--- config.mk ---
export PLATFORM = sky130hd
export DESIGN_NAME = ctl_dual_nco_loop
export DESIGN_NICKNAME = d
export VERILOG_FILES = /design/src/rtl/ctl_pkg.sv /design/src/rtl/ctl_nco.sv /design/src/rtl/ctl_phase_det.sv /design/src/rtl/ctl_loop_filter.sv /design/src/rtl/ctl_dual_nco_loop.sv
export SDC_FILE = /design/constraint.sdc
export NUM_CORES = 1
export LEC_CHECK = 0
export CAP_MARGIN = 10
export CORE_MARGIN = 8
export CORE_UTILIZATION = 35
export CTS_CLUSTER_SIZE = 16
export DETAILED_ROUTE_END_ITERATION = 10
export GPL_TIMING_DRIVEN = 0
export PLACE_DENSITY = 0.53
export SYNTH_ARGS = -nofsm -noshare
export SYNTH_HDL_FRONTEND = slang
export SYNTH_SLANG_ARGS = --single-unit
--- constraint.sdc ---
create_clock -name clk -period 7.6 [get_ports clk]
set_input_delay 1.14 -clock clk [delete_from_list [all_inputs] [get_ports clk]]
set_output_delay 1.14 -clock clk [all_outputs]
set_load 0.05 [all_outputs]
--- src/rtl/ctl_pkg.sv ---
package ctl_pkg;

  typedef enum logic [1:0] {
    TR_NONE = 2'd0,
    TR_RISE = 2'd1,
    TR_FALL = 2'd2
  } trans_e;

  localparam int NCO_TX  = 0;
  localparam int NCO_RX  = 1;
  localparam int NCO_CNT = 2;

  // chip bit 1 stands for a +1 chip, 0 for a -1 chip
  function automatic trans_e classify(input logic prev_c, input logic next_c);
    if (prev_c == next_c) return TR_NONE;
    else if (next_c)      return TR_RISE;
    else                  return TR_FALL;
  endfunction

endpackage

--- src/rtl/ctl_nco.sv ---
module ctl_nco #(
  parameter int N = 32
) (
  input  logic         clk,
  input  logic         rst_n,
  input  logic         init,
  input  logic [N-1:0] rate,
  output logic [N-1:0] phase,
  output logic         tick
);

  logic [N-1:0] phase_q, phase_n;
  logic         tick_q, tick_n;
  logic [N:0]   sum_w;

  always_comb begin
    sum_w   = {1'b0, phase_q} + {1'b0, rate};
    phase_n = sum_w[N-1:0];
    tick_n  = sum_w[N];
    if (init) begin
      phase_n = '0;
      tick_n  = 1'b0;
    end
  end

  always_ff @(posedge clk or negedge rst_n) begin
    if (!rst_n) begin
      phase_q <= '0;
      tick_q  <= 1'b0;
    end else begin
      phase_q <= phase_n;
      tick_q  <= tick_n;
    end
  end

  assign phase = phase_q;
  assign tick  = tick_q;


  nco_wrap_chk: assert property (@(posedge clk) disable iff (!rst_n)
    tick_q |-> (phase_q < $past(phase_q)));

endmodule

--- src/rtl/ctl_phase_det.sv ---
module ctl_phase_det
  import ctl_pkg::*;
#(
  parameter int SW = 16
) (
  input  logic                 clk,
  input  logic                 rst_n,
  input  logic                 clr,
  input  logic                 smp_valid,
  input  logic signed [SW-1:0] smp,
  input  logic                 chip_prev,
  input  logic                 chip_next,
  output logic signed [SW-1:0] err,
  output logic                 err_vld
);

  localparam logic signed [SW-1:0] S_MAX = {1'b0, {(SW-1){1'b1}}};
  localparam logic signed [SW-1:0] S_MIN = {1'b1, {(SW-1){1'b0}}};

  trans_e                tr_w;
  logic signed [SW-1:0]  prod_w;
  logic signed [SW-1:0]  err_q, err_n;
  logic                  vld_q, vld_n;

  always_comb begin
    tr_w = classify(chip_prev, chip_next);
    unique case (tr_w)
      TR_RISE: prod_w = smp;
      TR_FALL: prod_w = (smp == S_MIN) ? S_MAX : -smp;
      default: prod_w = '0;
    endcase
  end

  always_comb begin
    err_n = err_q;
    vld_n = smp_valid;
    if (clr) begin
      err_n = '0;
      vld_n = 1'b0;
    end else if (smp_valid) begin
      err_n = prod_w;
    end
  end

  always_ff @(posedge clk or negedge rst_n) begin
    if (!rst_n) begin
      err_q <= '0;
      vld_q <= 1'b0;
    end else begin
      err_q <= err_n;
      vld_q <= vld_n;
    end
  end

  assign err     = err_q;
  assign err_vld = vld_q;


  no_trans_zero_chk: assert property (@(posedge clk) disable iff (!rst_n)
    (smp_valid && !clr && (chip_prev == chip_next)) |=> (err_q == '0));


  neg_sat_chk: assert property (@(posedge clk) disable iff (!rst_n)
    (smp_valid && !clr && chip_prev && !chip_next && (smp == S_MIN)) |=> (err_q == S_MAX));

endmodule

--- src/rtl/ctl_loop_filter.sv ---
module ctl_loop_filter #(
  parameter int SW    = 16,
  parameter int GW    = 8,
  parameter int INT_W = 28
) (
  input  logic                  clk,
  input  logic                  rst_n,
  input  logic                  clr,
  input  logic                  err_vld,
  input  logic signed [SW-1:0]  err,
  input  logic [GW-1:0]         gain_p,
  input  logic [GW-1:0]         gain_i,
  output logic signed [INT_W:0] corr
);

  localparam int PW = SW + GW + 1;
  localparam logic signed [INT_W-1:0] I_MAX = {1'b0, {(INT_W-1){1'b1}}};
  localparam logic signed [INT_W-1:0] I_MIN = {1'b1, {(INT_W-1){1'b0}}};

  logic signed [PW-1:0]    pp_w, pi_w;
  logic signed [INT_W:0]   isum_w;
  logic signed [PW-1:0]    prop_q, prop_n;
  logic signed [INT_W-1:0] int_q, int_n;

  assign pp_w   = PW'(err) * PW'($signed({1'b0, gain_p}));
  assign pi_w   = PW'(err) * PW'($signed({1'b0, gain_i}));
  assign isum_w = (INT_W+1)'(int_q) + (INT_W+1)'(pi_w);

  always_comb begin
    prop_n = '0;
    int_n  = int_q;
    if (clr) begin
      int_n = '0;
    end else if (err_vld) begin
      prop_n = pp_w;
      if (isum_w[INT_W] != isum_w[INT_W-1])
        int_n = isum_w[INT_W] ? I_MIN : I_MAX;
      else
        int_n = isum_w[INT_W-1:0];
    end
  end

  always_ff @(posedge clk or negedge rst_n) begin
    if (!rst_n) begin
      prop_q <= '0;
      int_q  <= '0;
    end else begin
      prop_q <= prop_n;
      int_q  <= int_n;
    end
  end

  assign corr = (INT_W+1)'(prop_q) + (INT_W+1)'(int_q);


  int_hold_chk: assert property (@(posedge clk) disable iff (!rst_n)
    (!clr && !err_vld) |=> $stable(int_q));


  prop_oneshot_chk: assert property (@(posedge clk) disable iff (!rst_n)
    !err_vld |=> (prop_q == '0));

endmodule

--- src/rtl/ctl_dual_nco_loop.sv ---
module ctl_dual_nco_loop
  import ctl_pkg::*;
#(
  parameter int N     = 32,
  parameter int SW    = 16,
  parameter int GW    = 8,
  parameter int INT_W = 28
) (
  input  logic                 clk,
  input  logic                 rst_n,
  input  logic                 cal_start,
  input  logic                 smp_valid,
  input  logic signed [SW-1:0] smp_data,
  input  logic                 chip_prev,
  input  logic                 chip_next,
  input  logic [N-1:0]         rate_nom,
  input  logic [GW-1:0]        gain_p,
  input  logic [GW-1:0]        gain_i,
  output logic                 tx_tick,
  output logic                 rx_tick,
  output logic [N-1:0]         tx_phase,
  output logic [N-1:0]         rx_phase,
  output logic [N-1:0]         loop_e
);

  logic signed [SW-1:0]  err_w;
  logic                  err_vld_w;
  logic signed [INT_W:0] corr_w;
  logic [N-1:0]          corr_ext;
  logic [N-1:0]          nco_rate  [NCO_CNT];
  logic [N-1:0]          nco_phase [NCO_CNT];
  logic                  nco_tick  [NCO_CNT];
  logic [N-1:0]          e_q, e_n;

  ctl_phase_det #(.SW(SW)) u_pdet (
    .clk       (clk),
    .rst_n     (rst_n),
    .clr       (cal_start),
    .smp_valid (smp_valid),
    .smp       (smp_data),
    .chip_prev (chip_prev),
    .chip_next (chip_next),
    .err       (err_w),
    .err_vld   (err_vld_w)
  );

  ctl_loop_filter #(.SW(SW), .GW(GW), .INT_W(INT_W)) u_filt (
    .clk     (clk),
    .rst_n   (rst_n),
    .clr     (cal_start),
    .err_vld (err_vld_w),
    .err     (err_w),
    .gain_p  (gain_p),
    .gain_i  (gain_i),
    .corr    (corr_w)
  );

  assign corr_ext          = N'(corr_w);
  assign nco_rate[NCO_TX]  = rate_nom;
  assign nco_rate[NCO_RX]  = rate_nom + corr_ext;

  for (genvar g = 0; g < NCO_CNT; g++) begin : g_nco
    ctl_nco #(.N(N)) u_nco (
      .clk   (clk),
      .rst_n (rst_n),
      .init  (cal_start),
      .rate  (nco_rate[g]),
      .phase (nco_phase[g]),
      .tick  (nco_tick[g])
    );
  end

  always_comb begin
    e_n = e_q + corr_ext;
    if (cal_start) e_n = '0;
  end

  always_ff @(posedge clk or negedge rst_n) begin
    if (!rst_n) e_q <= '0;
    else        e_q <= e_n;
  end

  assign tx_tick  = nco_tick[NCO_TX];
  assign rx_tick  = nco_tick[NCO_RX];
  assign tx_phase = nco_phase[NCO_TX];
  assign rx_phase = nco_phase[NCO_RX];
  assign loop_e   = e_q;


  e_tracks_diff_chk: assert property (@(posedge clk) disable iff (!rst_n)
    loop_e == (rx_phase - tx_phase));


  start_clears_chk: assert property (@(posedge clk) disable iff (!rst_n)
    cal_start |=> (tx_phase == '0 && rx_phase == '0 && loop_e == '0 && !tx_tick && !rx_tick));

endmodule

==> results.md <==
- Outcome: finished, final reports clean
- Relative slew margins: 25.0%
- Worst Hold Class: reg -> reg
- Num CTS Buffers: 17
- Placed wire-length estimate: 57.3 mm
- Seq cells post-synth: 168
- Clk pin slew, worst setup/hold paths: 0.06 ns
- Port bufs: 167
- First-pass GRT wire length: 108 mm
- Vias per inst: 5.18
- DP Worst Slack: -1.15 ns
- Clock Tree Buf Depth: 2
- Initial Util: 35.1%
- Final-layout fill cell count: 6587
- Fmax achieved: 136 MHz
- Critical Path RT: 7.98 ns
- CTS sink count: 168
- Footprint of the multi-input gates: 17700 um2
- Peak VDD IR: 0.119 mV
- Final Cell Area: 26800 um2
- Switching fraction of total power: 49.8%
- Critical Path Fanout Max: 10
- Crit start category: input pin
- Layout cells sized above 1: 3.08%
- Die area: 75400 um2
- R2r setup slk: 0.40 ns
- IO Pins: 168
- CTS tree: yes
- CTS Hold Buffers Added: 0
- Clock power frac: 14.7%
- Die width: 275 um
- Final WS setup: 0.238 ns
- Final hold violations: 0
- Most frequent cells in the layout: inv_1 (347), ha_1 (270), nand2_1 (239)
- Detailed Route Iter0 Violations: 959
- Setup TNS: 0 ns
- Pwr dens: 216 nW/um2
- DRT Wirelength: 68.1 mm
- Hold WS: 0.548 ns
- Register area: 4200 um2
- GRT overflow: 0
- Core box area: 66700 um2
- Antenna diodes: 0
- Mapped Nets: 3259
- Final Net Count: 3449
- Critical Path AT: 7.74 ns
- Post-synth EDFFs: 0
- Fin util: 40.2%
- Area Overhead vs Synth: 14.5%
- Slew Limit Fails: 0
- Clock root buffer: clkbuf_16
- Internal power: 2.90 mW
- Final non-filler cell total: 3759
- Via count: 19500
- Drc violations: 0
- Crit Path Class: in -> reg
- Inst Count DP: 3725
- Final setup violation count: 0
- Min Tclk post-route: 7.36 ns
- Gr usage total: 18.2%
- Unique cell type count in the Yosys netlist: 77
- Worst slew pin tran: 1.13 ns
- Post-route antenna net violation count: 0
- RSZ-0062 raised after global routing: false
- Commonest non-fill, non-tap cell in the layout: inv_1
- Period utilization: 96.9%
- Synth area leaders: fa_1 (20%), dfrtp_1 (18%), ha_1 (14%), inv_1 (5.6%), and2_1 (4.4%)
- Detailed Routing Iterations Pass 1: 5
- Vias in the first global route: 20800
- Post-Syn Area: 23400 um2
- Max Cap Violations: 0
- H-tree levels: 4
- Top cell type's share of synthesized area: 20.2%
- Largest net degree at the start of global routing: 109
- Placed Area: 26200 um2
- Leakage power: 13.5 nW
- Row count: 95
- Routability cong.: 0.917
- Post-synth ARST share: 100%
- Clk_lat worst skew: 0.49 ns
- Dominant cell type by area after synthesis: fa_1
- Ys Warns: 0
- Synth Instances: 2683
- CP Capture Type: flop
- Clk_skew: 0.0192 ns
- Psw: 2.88 mW
- Logic gate share of total power: 63.3%
- Total power: 5.78 mW
- Most common flop cell mapped by yosys: dfrtp_1
- DIE HEIGHT: 275 um
- Initial antenna violation count: 0
- DR WL/cell: 18.1 um
- Syn Area/Cell: 8.72 um2
- Register share of total power: 22.0%
- Register area share after synthesis: 18.0%
layer usage:
metal | GRT usage [%] | part of all wire (%)
met4 | 7.89 | 4.1
met5 | 0 | 0
met1 | 21.3 | 42
met2 | 32.8 | 50
met3 | 2.66 | 3.9
state kept, by name, indices dropped and copies added (netlist names):
signal	flops
loop_e	32
u_pdet.err	16
g_nco.u_nco.tick	2
g_nco.u_nco.phase	64
u_filt.prop_q	25
u_pdet.err_vld	1
u_filt.int_q	28
Yosys cell counts (all sizes together), types with 65 or more instances:
library cell	count
o21ai	121
nor2	185
and2	166
inv	348
ha	270
a21o	89
nand2	239
a21oi	143
dfrtp	168
xor2	65
xnor2	100
fa	236
repair_timing:
item	in CTS	in global routing
gates resized for setup	11	16
buffers inserted	0	2
endpoints found under the setup margin	28	29
pin swaps	0	1
power by group through the flow:
stage                     combinational (mW)  clock [mW]  sequential (mW)
after detailed placement                3.63           0             1.29
final                                   3.66       0.852             1.27
after floorplan                         2.05           0             1.82
after CTS                               3.65       0.885             1.27
after global routing                    4.01       0.921             1.30
after global placement                  3.57           0             1.29
worst paths after layout:
kind,from,end,cells past startpoint
min reg2reg,u_filt.int_q[0],u_filt.int_q[0],2
min,u_filt.int_q[0],u_filt.int_q[0],2
max reg2reg,u_filt.int_q[0],g_nco[1].u_nco.phase[31],33
min in group asynchronous,rst_n,g_nco[0].u_nco.phase[8],1
max in group asynchronous,rst_n,u_filt.prop_q[24],2
max,gain_i[3],u_filt.int_q[19],22
layout make-up:
cell class / count / share of cell area, %
Buffer: 68 / 1.07
Clock buffer: 19 / 1.61
Clock inverter: 13 / 0.359
Inverter: 348 / 4.87
Multi-Input combinational cell: 2099 / 65.9
Sequential cell: 168 / 15.7
Tap cell: 873 / 4.07
Timing Repair Buffer: 171 / 6.44
logic make-up after synthesis:
| logic type | Yosys count | share of synthesized area [%] |
|---|---|---|
| DFF | 168 | 18.0 |
| xor gates and xnor gates | 165 | 6.17 |
| muxes | 3 | 0.139 |
| and+or+nand+nor | 811 | 17.1 |
| adders and majority gates | 506 | 34.6 |
| buffers and inverters | 416 | 6.76 |
| AOI/OAI and AO/OA | 614 | 17.3 |
critical path, stage by stage:
cell and delay [ns]:
clkdlybuf4s50_1 0.61, buf_2 0.26, and2_1 0.18, fa_1 0.43, fa_1 0.57, fa_1 0.43, fa_1 0.49, inv_1 0.05
fa_1 0.47, inv_1 0.04, ha_1 0.25, clkbuf_1 0.20, a21o_1 0.24, a21o_1 0.21, a221o_1 0.35, a22o_1 0.31
a21oi_1 0.25, xor2_1 0.32, o311a_2 0.37, inv_2 0.10, buf_2 0.20, o311ai_1 0.27
No activity file was read; power rests on OpenSTA's default activity.
